==> src/rtl/rstctl_pkg.sv <==
package rstctl_pkg;
  localparam int DATA_W     = 32;
  localparam int ADDR_W     = 12;
  localparam int NUM_REGS   = 16;
  localparam int IDX_W      = $clog2(NUM_REGS);
  localparam int CORES      = 4;
  localparam int NUM_DISP   = 2;
  localparam int RST_LSB    = 13;   // core k reset at RST_LSB + k
  localparam int EN_LSB     = 21;   // core k enable at EN_LSB + k
  localparam int DISP_LO    = 3;
  localparam int DISP_HI    = 12;
  localparam int ENTRY_BASE = 8;    // index of core 1 entry address
  localparam int CTRL_IDX   = 0;

  typedef struct packed {
    logic              regWr;
    logic              rdHit;
    logic [IDX_W-1:0]  regIdx;
    logic [DATA_W-1:0] storeVal;
    logic [CORES-1:1]  startReq;
    logic [CORES-1:1]  stopReq;
    logic [CORES-1:0]  rstReq;
    logic [NUM_DISP-1:0] dispReq;
  } strobe_t;

  function automatic logic [DATA_W-1:0] resetValue(input int idx);
    case (idx)
      0:       return 32'h0000_0521;
      2:       return 32'h0000_0001;
      4:       return 32'h0000_001F;
      default: return '0;
    endcase
  endfunction
endpackage

==> src/rtl/rstctl_ctrl.sv <==
module rstctl_ctrl
  import rstctl_pkg::*;
(
  input  logic              wrEn,
  input  logic              rdEn,
  input  logic [ADDR_W-1:0] addr,
  input  logic [DATA_W-1:0] wrData,
  input  logic [DATA_W-1:0] ctrlNow,
  output strobe_t           strb,
  output logic              accessErr
);
  localparam int FULL_IDX_W = ADDR_W - 2;

  logic [FULL_IDX_W-1:0] idxFull;
  logic                  aligned;
  logic                  inRange;
  logic                  hit;
  logic                  ctrlWr;
  logic [DATA_W-1:0]     chg;
  logic [CORES-1:1]      enChg;

  assign idxFull   = addr[ADDR_W-1:2];
  assign aligned   = (addr[1:0] == 2'b00);
  assign inRange   = (int'(idxFull) < NUM_REGS);
  assign hit       = aligned && inRange;
  assign accessErr = (wrEn || rdEn) && !hit;
  assign ctrlWr    = wrEn && hit && (int'(idxFull) == CTRL_IDX);
  assign chg       = ctrlNow ^ wrData;

  for (genvar k = 1; k < CORES; k++) begin : g_en
    assign enChg[k]         = chg[EN_LSB + k];
    assign strb.startReq[k] = ctrlWr && enChg[k] && wrData[EN_LSB + k];
    assign strb.stopReq[k]  = ctrlWr && enChg[k] && !wrData[EN_LSB + k];
  end

  for (genvar k = 0; k < CORES; k++) begin : g_rst
    if (k == 0) begin : g_boot
      assign strb.rstReq[k] = ctrlWr && chg[RST_LSB + k];
    end else begin : g_sec
      assign strb.rstReq[k] = ctrlWr && chg[RST_LSB + k] && !enChg[k];
    end
  end

  assign strb.dispReq[0] = ctrlWr && chg[DISP_LO];
  assign strb.dispReq[1] = ctrlWr && chg[DISP_HI];

  always_comb begin
    strb.storeVal = wrData;
    if (ctrlWr) begin
      strb.storeVal[DISP_LO] = 1'b0;
      strb.storeVal[DISP_HI] = 1'b0;
    end
  end

  assign strb.regWr  = wrEn && hit;
  assign strb.rdHit  = rdEn && hit;
  assign strb.regIdx = idxFull[IDX_W-1:0];
endmodule

==> src/rtl/rstctl_regs.sv <==
module rstctl_regs
  import rstctl_pkg::*;
(
  input  logic                        clk,
  input  logic                        rstN,
  input  strobe_t                     strb,
  input  logic [CORES-1:0]            coreAck,
  output logic [DATA_W-1:0]           ctrlNow,
  output logic [DATA_W-1:0]           rdData,
  output logic [CORES-1:1]            coreEnable,
  output logic [CORES-1:1]            coreStart,
  output logic [CORES-1:1]            coreStop,
  output logic [CORES-1:0]            coreReset,
  output logic [(CORES-1)*DATA_W-1:0] entryAddr,
  output logic [(CORES-1)*DATA_W-1:0] entryArg,
  output logic [NUM_DISP-1:0]         dispReset
);
  logic [DATA_W-1:0] regs [NUM_REGS];

  always_ff @(posedge clk) begin
    if (!rstN) begin
      for (int i = 0; i < NUM_REGS; i++) regs[i] <= resetValue(i);
    end else begin
      for (int k = 0; k < CORES; k++) begin
        if (coreAck[k]) regs[CTRL_IDX][RST_LSB + k] <= 1'b0;
      end
      if (strb.regWr) regs[strb.regIdx] <= strb.storeVal;
    end
  end

  always_ff @(posedge clk) begin
    if (!rstN) begin
      coreStart <= '0;
      coreStop  <= '0;
      coreReset <= '0;
      dispReset <= '0;
    end else begin
      coreStart <= strb.startReq;
      coreStop  <= strb.stopReq;
      coreReset <= strb.rstReq;
      dispReset <= strb.dispReq;
    end
  end

  assign ctrlNow = regs[CTRL_IDX];
  assign rdData  = strb.rdHit ? regs[strb.regIdx] : '0;

  for (genvar k = 1; k < CORES; k++) begin : g_core
    assign coreEnable[k] = regs[CTRL_IDX][EN_LSB + k];
    assign entryAddr[(k-1)*DATA_W +: DATA_W] = regs[ENTRY_BASE + 2*(k-1)];
    assign entryArg[(k-1)*DATA_W +: DATA_W]  = regs[ENTRY_BASE + 2*(k-1) + 1];
  end
endmodule

==> src/rtl/coreResetCtl.sv <==
module coreResetCtl
  import rstctl_pkg::*;
(
  input  logic                                  clk,
  input  logic                                  rstN,
  input  logic                                  wrEn,
  input  logic                                  rdEn,
  input  logic [rstctl_pkg::ADDR_W-1:0]         addr,
  input  logic [rstctl_pkg::DATA_W-1:0]         wrData,
  output logic [rstctl_pkg::DATA_W-1:0]         rdData,
  output logic                                  accessErr,
  input  logic [rstctl_pkg::CORES-1:0]          coreAck,
  output logic [rstctl_pkg::CORES-1:1]          coreEnable,
  output logic [rstctl_pkg::CORES-1:1]          coreStart,
  output logic [rstctl_pkg::CORES-1:1]          coreStop,
  output logic [rstctl_pkg::CORES-1:0]          coreReset,
  output logic [(rstctl_pkg::CORES-1)*rstctl_pkg::DATA_W-1:0] entryAddr,
  output logic [(rstctl_pkg::CORES-1)*rstctl_pkg::DATA_W-1:0] entryArg,
  output logic [rstctl_pkg::NUM_DISP-1:0]       dispReset
);
  strobe_t           strb;
  logic [DATA_W-1:0] ctrlNow;

  rstctl_ctrl u_ctrl (
    .wrEn      (wrEn),
    .rdEn      (rdEn),
    .addr      (addr),
    .wrData    (wrData),
    .ctrlNow   (ctrlNow),
    .strb      (strb),
    .accessErr (accessErr)
  );

  rstctl_regs u_regs (
    .clk        (clk),
    .rstN       (rstN),
    .strb       (strb),
    .coreAck    (coreAck),
    .ctrlNow    (ctrlNow),
    .rdData     (rdData),
    .coreEnable (coreEnable),
    .coreStart  (coreStart),
    .coreStop   (coreStop),
    .coreReset  (coreReset),
    .entryAddr  (entryAddr),
    .entryArg   (entryArg),
    .dispReset  (dispReset)
  );
endmodule

==> config.mk <==
export PLATFORM = sky130hd
export DESIGN_NAME = coreResetCtl
export DESIGN_NICKNAME = d
export VERILOG_FILES = /design/src/rtl/rstctl_pkg.sv /design/src/rtl/rstctl_ctrl.sv /design/src/rtl/rstctl_regs.sv /design/src/rtl/coreResetCtl.sv
export SDC_FILE = /design/constraint.sdc
export NUM_CORES = 1
export LEC_CHECK = 0
export BUFFER_PORTS_ARGS = -buffer_cell sky130_fd_sc_hd__buf_2
export CAP_MARGIN = 20
export CORE_MARGIN = 2
export CORE_UTILIZATION = 30
export DETAILED_ROUTE_END_ITERATION = 6
export PLACE_DENSITY = 0.56
export SLEW_MARGIN = 20
export SYNTH_ARGS = -nofsm -noshare
export SYNTH_HDL_FRONTEND = slang
export SYNTH_HIERARCHICAL = 1
export SYNTH_SLANG_ARGS = --single-unit
==> constraint.sdc <==
create_clock -name clk -period 5 [get_ports clk]
set_input_delay 0.5 -clock clk [delete_from_list [all_inputs] [get_ports clk]]
set_output_delay 0.5 -clock clk [all_outputs]
set_load 0.03 [all_outputs]
==> qor.yml, run 1 <==
pwr:
  peakVddDrop_uv: 272
  power.total_mw: 10.4
  p_switching_mw: 2.50
  p_int_mw: 7.87
  p_seq_share_pct: 49.4
  clock_power_share_pct: 42.1
  leakage_nw: 10.5
  p_comb_share_pct: 8.5
  power_density_mw_per_mm2: 362
  sw_frac_of_total_pct: 24.1
global_route:
  gr-total-overflow: 0
  grt_pass1_vias: 15300
  grt_max_degree: 76
  grt_pass1_wl_um: 112000
  antenna_found_initial: 6
  grt_usage_pct: 18.9
yosys:
  ys_ff_latch: 524
  yosysWarnings: 6
  netlist_instances: 1634
  syn_area_per_cell_um2: 14.9
  synthDistinctLibCells: 46
  ys_seq_area_share_pct: 64.3
  netlist.area_leader.share_pct: 63.3
  syn_area_mm2: 0.0243
  synth_top_cell_by_area: "edfxtp_1"
  syn_nets: 1686
  synth_area_leaders: "edfxtp_1 (63%), and2_1 (13%), mux4_2 (5.9%)"
status:
  status: "completed"
timing:
  period_share_pct: 72.7
  setup_viol: 0
  fin_tns_setup_ps: 0
  rsz0062_at_grt: "no"
  finClkSkew_ps: 27.4
  slew_headroom_pct: 24.9
  worstMarginPinSlew_ps: 1120
  fmax_mhz: 275
  finalHoldViolCount: 0
  finalMaxSlewViolations: 0
  period_needed_ps: 3630
setup_path:
  worstSetupPathType: "in -> out"
  critPathLaunchType: "input pin"
  cp.required_ps: 4500
  endpoint_kind: "output pin"
  cp_max_fo: 75
  worstPathArrival_ps: 3130
cts:
  cts_buffers: 59
  cts_buffer_depth: 3
  clk_latency_ps: 630
  cts_tree: "yes"
  hold_buffers: 0
  post_cts_resized: 0
  cts_setup_buffers: 0
  clk_pin_slew_ps: 60
  clock_sinks: 524
  cts_max_level: 2
  cts_root_buf: "clkbuf_16"
finish:
  final_layout_size_suffix_gt1_share_pct: 32.1
  nNetsFinal: 1899
  n_fill_cell: 7648
  area_delta_synth_final_pct: 18.1
floorplanning:
  core-area_mm2: 0.0803
  die_area_mm2: 0.0832
  die_y_um: 288
  initial_utilization_pct: 30.2
  pin_count: 292
  num_rows: 104
  dieWidth_um: 288
routing:
  drtIter0Drc: 1147
  ant_nets: 0
  drt-total-wl_um: 79500
  routedWlPerCell_um: 26.9
  drc_errors: 0
  dr_total_vias: 14700
  dr.pass1.iters: 5
  viasPerCell: 4.98
run:
  maxCapViolations: 0
placement:
  dpl.hpwl_um: 51900
  globalplace.congestion: 0.791
  portBuffers: 291
min_path:
  holdCritPathClass: "in -> reg"
==> worst paths after layout <==
path / startpoint / endpoint / slack [ps] / cells past startpoint
setup / recovery: addr[3] / rdData[10] / 1370 / 6
hold reg to reg: u_regs/regs[0][13] / u_regs/coreReset[0] / 750 / 3
hold / removal: coreAck[3] / u_regs/regs[0][16] / 230 / 2
setup reg to reg: u_regs/regs[0][16] / u_regs/coreReset[3] / 3700 / 3
==> power groups by stage <==
stage / clock network [mW] / registers (mW) / logic (mW)
after floorplan: 0 / 5.36 / 0.409
after global placement: 0 / 5.21 / 0.886
after detailed placement: 0 / 5.22 / 0.892
after CTS: 4.44 / 5.13 / 0.894
after global routing: 4.62 / 5.14 / 0.927
final: 4.36 / 5.13 / 0.882
==> synthesized netlist by cell type (all sizes together) <==
cell type,n
and3b,1
and2,488
nand4bb,1
a21oi,1
xnor2,6
a22oi,32
nand2,4
xor2,3
o31ai,32
buf,82
and3,31
or3,5
dfxtp,12
and4bb,1
nand3b,4
edfxtp,512
nand4b,2
nor2b,1
mux2i,64
a22o,32
o21ai,12
mux2,64
nand4,2
mux4,64
o22ai,32
nor3b,6
nor3,7
nor4,3
nand2b,12
nor2,18
clkbuf,100
==> critical path: stages <==
cell     delay (ps)
buf_8           460
buf_4           640
mux2i_1         160
a22o_1          260
o31ai_1         650
buf_2           320
==> registers in the layout, indices dropped and copies added, names as in the netlist <==
| name | count |
|---|---|
| u_regs/regs | 512 |
| u_regs/coreStop | 3 |
| u_regs/coreReset | 4 |
| u_regs/coreStart | 3 |
| u_regs/dispReset | 2 |
==> area by class of cell <==
cell class / count / area [um2] / area share, %
clock buffer: 72 / 1530 / 5.32
sequential: 524 / 15600 / 54.5
multi-input combinational: 928 / 7940 / 27.7
tap: 1060 / 1330 / 4.63
timing repair buffer: 334 / 1840 / 6.43
clock inverter: 36 / 395 / 1.38
antenna: 6 / 15.0 / 0.0524
==> layer usage <==
metal  up-vias  GRT usage [%]  part of all wire, %
met4         2           5.53                  2.8
li1       6433              -                    -
met3       116           3.63                  7.0
met2       549           32.1                   49
met5         -              0                0.015
met1      7639           24.4                   41
==> stage by stage <==
stage / cells / hold slack, ps / setup WS, ps / instance area (um2) / util, %
6_report: 2960 / 233 / 1370 / 28700 / 35.7
5_1_grt: 2955 / 221 / 1290 / 28700 / 35.7
4_1_cts: 2952 / 211 / 1410 / 28600 / 35.6
3_5_place_dp: 2844 / 745 / 1270 / 26700 / 33.2
3_3_place_gp: 2844 / 744 / 1400 / 26700 / 33.2
2_1_floorplan: 1634 / 598 / 698 / 24300 / -
==> placed cells by master (no fill, tap or decap), drive strengths merged, types with 18 or more instances in the layout <==
master and count:
o31ai 32, and3 31, mux4 64, buf 334, mux2 64, o22ai 32
clkinv 24, edfxtp 512, a22o 32, nor2 18, mux2i 64, clkbuf 72
and2 488, a22oi 32
==> cells by family after synthesis <==
kind of cell	after synthesis	share of synthesized area (%)
AO/OA/AOI/OAI	141	4.41
AND/OR/NAND/NOR	586	15.4
buffers and inverters	182	3.94
XOR/XNOR	9	0.325
flip-flops	524	64.3
multiplexers	192	11.5
Note: power is estimated with default switching activity, not from simulation.
==> run 2: changes to the inputs <==
--- a/config.mk
+++ b/config.mk
@@ -10,7 +10,7 @@
 export CORE_MARGIN = 2
 export CORE_UTILIZATION = 30
 export DETAILED_ROUTE_END_ITERATION = 6
-export PLACE_DENSITY = 0.56
+export PLACE_DENSITY = 0.57
 export SLEW_MARGIN = 20
 export SYNTH_ARGS = -nofsm -noshare
 export SYNTH_HDL_FRONTEND = slang
==> constraint.sdc (replaced) <==
create_clock -name clk -period 3.1 [get_ports clk]
set_input_delay 0.31 -clock clk [delete_from_list [all_inputs] [get_ports clk]]
set_output_delay 0.31 -clock clk [all_outputs]
set_load 0.03 [all_outputs]
==> run 2 against run 1 <==
Effect of this change: via count increased by 0.37%; clock power increased by 61%; hold slack got worse by 150 ps; critical endpoint is now rdData[18].
==> qor.yml, run 2 (synthesis gave the netlist of run 1 again) <==
status:
  status: "completed"
cts:
  cts_buffer_depth: 3  # unchanged
  hold_buffers: 0  # unchanged
  cts_tree: "yes"
  cts_buffers: 57  # -3.4%
  clk_latency_ps: 620  # about the same
  clock_sinks: 524  # unchanged
  clk_pin_slew_ps: 60  # about the same
  cts_setup_buffers: 0  # unchanged
  cts_max_level: 2  # unchanged
  cts_root_buf: "clkbuf_16"
  post_cts_resized: 0  # unchanged
setup_path:
  worstSetupPathType: "in -> out"
  cp.required_ps: 2790  # -1710 ps
  timing.critical_path.mode_cell: "buf_2"
  cp_max_fo: 18  # -76%
  cp_slowest_cell: "o31ai_1"
  endpoint_kind: "output pin"
  rrSetupSlack_ps: 1740  # -1960 ps
  critPathLaunchType: "input pin"
  cpPeakStageDelay_ps: 420  # -230 ps
  worstPathArrival_ps: 2460  # -670 ps
  reg2regPathDepth: 3  # unchanged
  crit_chain: "buf_2, nor4_2, buf_4, and3_2, nand2b_2, buf_12, o31ai_1, buf_2"
finish:
  final_layout_size_suffix_gt1_share_pct: 34.2  # +2.1 points
  final_common_cell: "edfxtp_1"
  multi_input_area_mm2: 0.00792  # -0.35%
  regMostFlops: "u_regs/regs"
  n_fill_cell: 7587  # -0.80%
  reg_top3: "u_regs/regs x512, u_regs/coreReset x4"
  area_delta_synth_final_pct: 19.9
  largest_reg_flops: 512  # unchanged
  layout_common_cells: "edfxtp_1 (512), and2_1 (486), buf_2 (289)"
  fin_cells: 3003  # +1.5%
  utilization_pct: 36.2  # +0.54 points
  nNetsFinal: 1945  # +2.4%
  ff_latch_area_mm2: 0.0156  # unchanged
timing:
  period_share_pct: 89.3
  finClkSkew_ps: 26.5  # -0.944 ps
  fmax_mhz: 361
  setup_viol: 0  # unchanged
  rsz0062_at_grt: "no"
  worst_slack_ps: 331  # -1030 ps
  worstMarginPinSlew_ps: 690  # -434 ps
  slew_headroom_pct: 53.7  # +29 points
  finalHoldViolCount: 0  # unchanged
  finalMaxSlewViolations: 0  # unchanged
  period_needed_ps: 2770
  fin_tns_setup_ps: 0  # unchanged
pwr:
  p_comb_share_pct: 8.8  # +0.3 points
  sw_frac_of_total_pct: 24.2  # +0.075 points
  leakage_nw: 10.8  # +2.8%
  p_int_mw: 12.7  # +61%
  peakVddDrop_uv: 498  # +83%
  clock_power_share_pct: 41.9  # -0.2 points
  power.total_mw: 16.7  # +61%
  power_density_mw_per_mm2: 575  # +59%
  p_seq_share_pct: 49.3  # about the same
  p_switching_mw: 4.05  # +62%
floorplanning:
  core-area_mm2: 0.0803  # unchanged
  initial_utilization_pct: 30.2  # unchanged
  dieWidth_um: 288  # unchanged
  num_rows: 104  # unchanged
  die_y_um: 288  # unchanged
  die_area_mm2: 0.0832  # unchanged
  pin_count: 292  # unchanged
global_route:
  grt_pass1_wl_um: 110000  # -1.8%
  grt_max_degree: 58  # -24%
  grt_usage_pct: 18.4  # -0.46 points
  gr-total-overflow: 0  # unchanged
  antenna_found_initial: 12  # +6
  grt_pass1_vias: 15300  # -0.079%
min_path:
  holdPathStages: 2  # unchanged
  holdCritPathClass: "in -> reg"
placement:
  globalplace.congestion: 0.784  # -0.96%
  dpl.hpwl_um: 52400  # +0.93%
  portBuffers: 291  # unchanged
  placedCellCount: 2894  # +1.8%
  dpl_worst_slack_ps: 310  # -956 ps
run:
  maxCapViolations: 0  # unchanged
routing:
  drc_errors: 0  # unchanged
  routedWlPerCell_um: 25.8  # -3.8%
  viasPerCell: 4.93  # -1.1%
  ant_nets: 0  # unchanged
  drt-total-wl_um: 77600  # -2.4%
  drtIter0Drc: 1211  # +5.6%
  dr_total_vias: 14800  # +0.37%
  dr.pass1.iters: 5  # unchanged
## run 2: cell types whose count changed in the layout (fill, tap and decap cells not counted), moves of 2 or more
cell,before,now
buf_4,41,80
buf_12,1,12
clkinv_2,6,16
clkbuf_1,13,7
diode_2,6,1
nor2_2,9,13
nor2_4,5,1
clkinv_1,16,13
buf_16,2,0
clkinv_16,0,2
clkinv_4,2,0
## run 2: final timing paths
check                                            to          startpoint
worst min register to register  u_regs/coreReset[0]  u_regs/regs[0][13]
worst max-delay path                     rdData[18]             addr[9]
worst min-delay path             u_regs/regs[0][13]          coreAck[0]
worst max register to register  u_regs/coreReset[1]  u_regs/regs[0][14]
## run 2: metrics by stage
stage                     hold slack (ps)  cell area (um2)
after detailed placement              700            27200
final                                87.8            29100
after floorplan                       515            24300
after CTS                            38.2            29100
after global routing                 61.5            29100
after global placement                692            27200
## run 2: per-layer routing
layer  global-route usage, %  part of all wire [%]
met4                    5.69                   2.9
met2                    29.9                    47
met3                    4.32                   7.4
met5                       0                 0.095
met1                    24.4                    43
## run 2: final cells by class
class	instances	share of cell area, %
Sequential cell	524	53.7
Multi-Input combinational cell	928	27.2
Timing Repair Buffer	382	7.91
Clock buffer	65	5.08
Tap cell	1060	4.56
Clock inverter	43	1.59
Antenna cell	1	0.00860
## run 2: critical path: cells and delay by family
kind	cells	cell delay [ps]
and+or+nand+nor	3	840
AOI/OAI and AO/OA	1	420
buffers and inverters	4	840
## run 2: power by group through the flow
stage	sequential [mW]	clock, mW	combinational, mW
floorplan	8.63	0	0.664
global placement	8.38	0	1.49
detailed placement	8.39	0	1.50
CTS	8.25	7.17	1.50
global route	8.27	7.45	1.56
finish	8.24	7.01	1.48
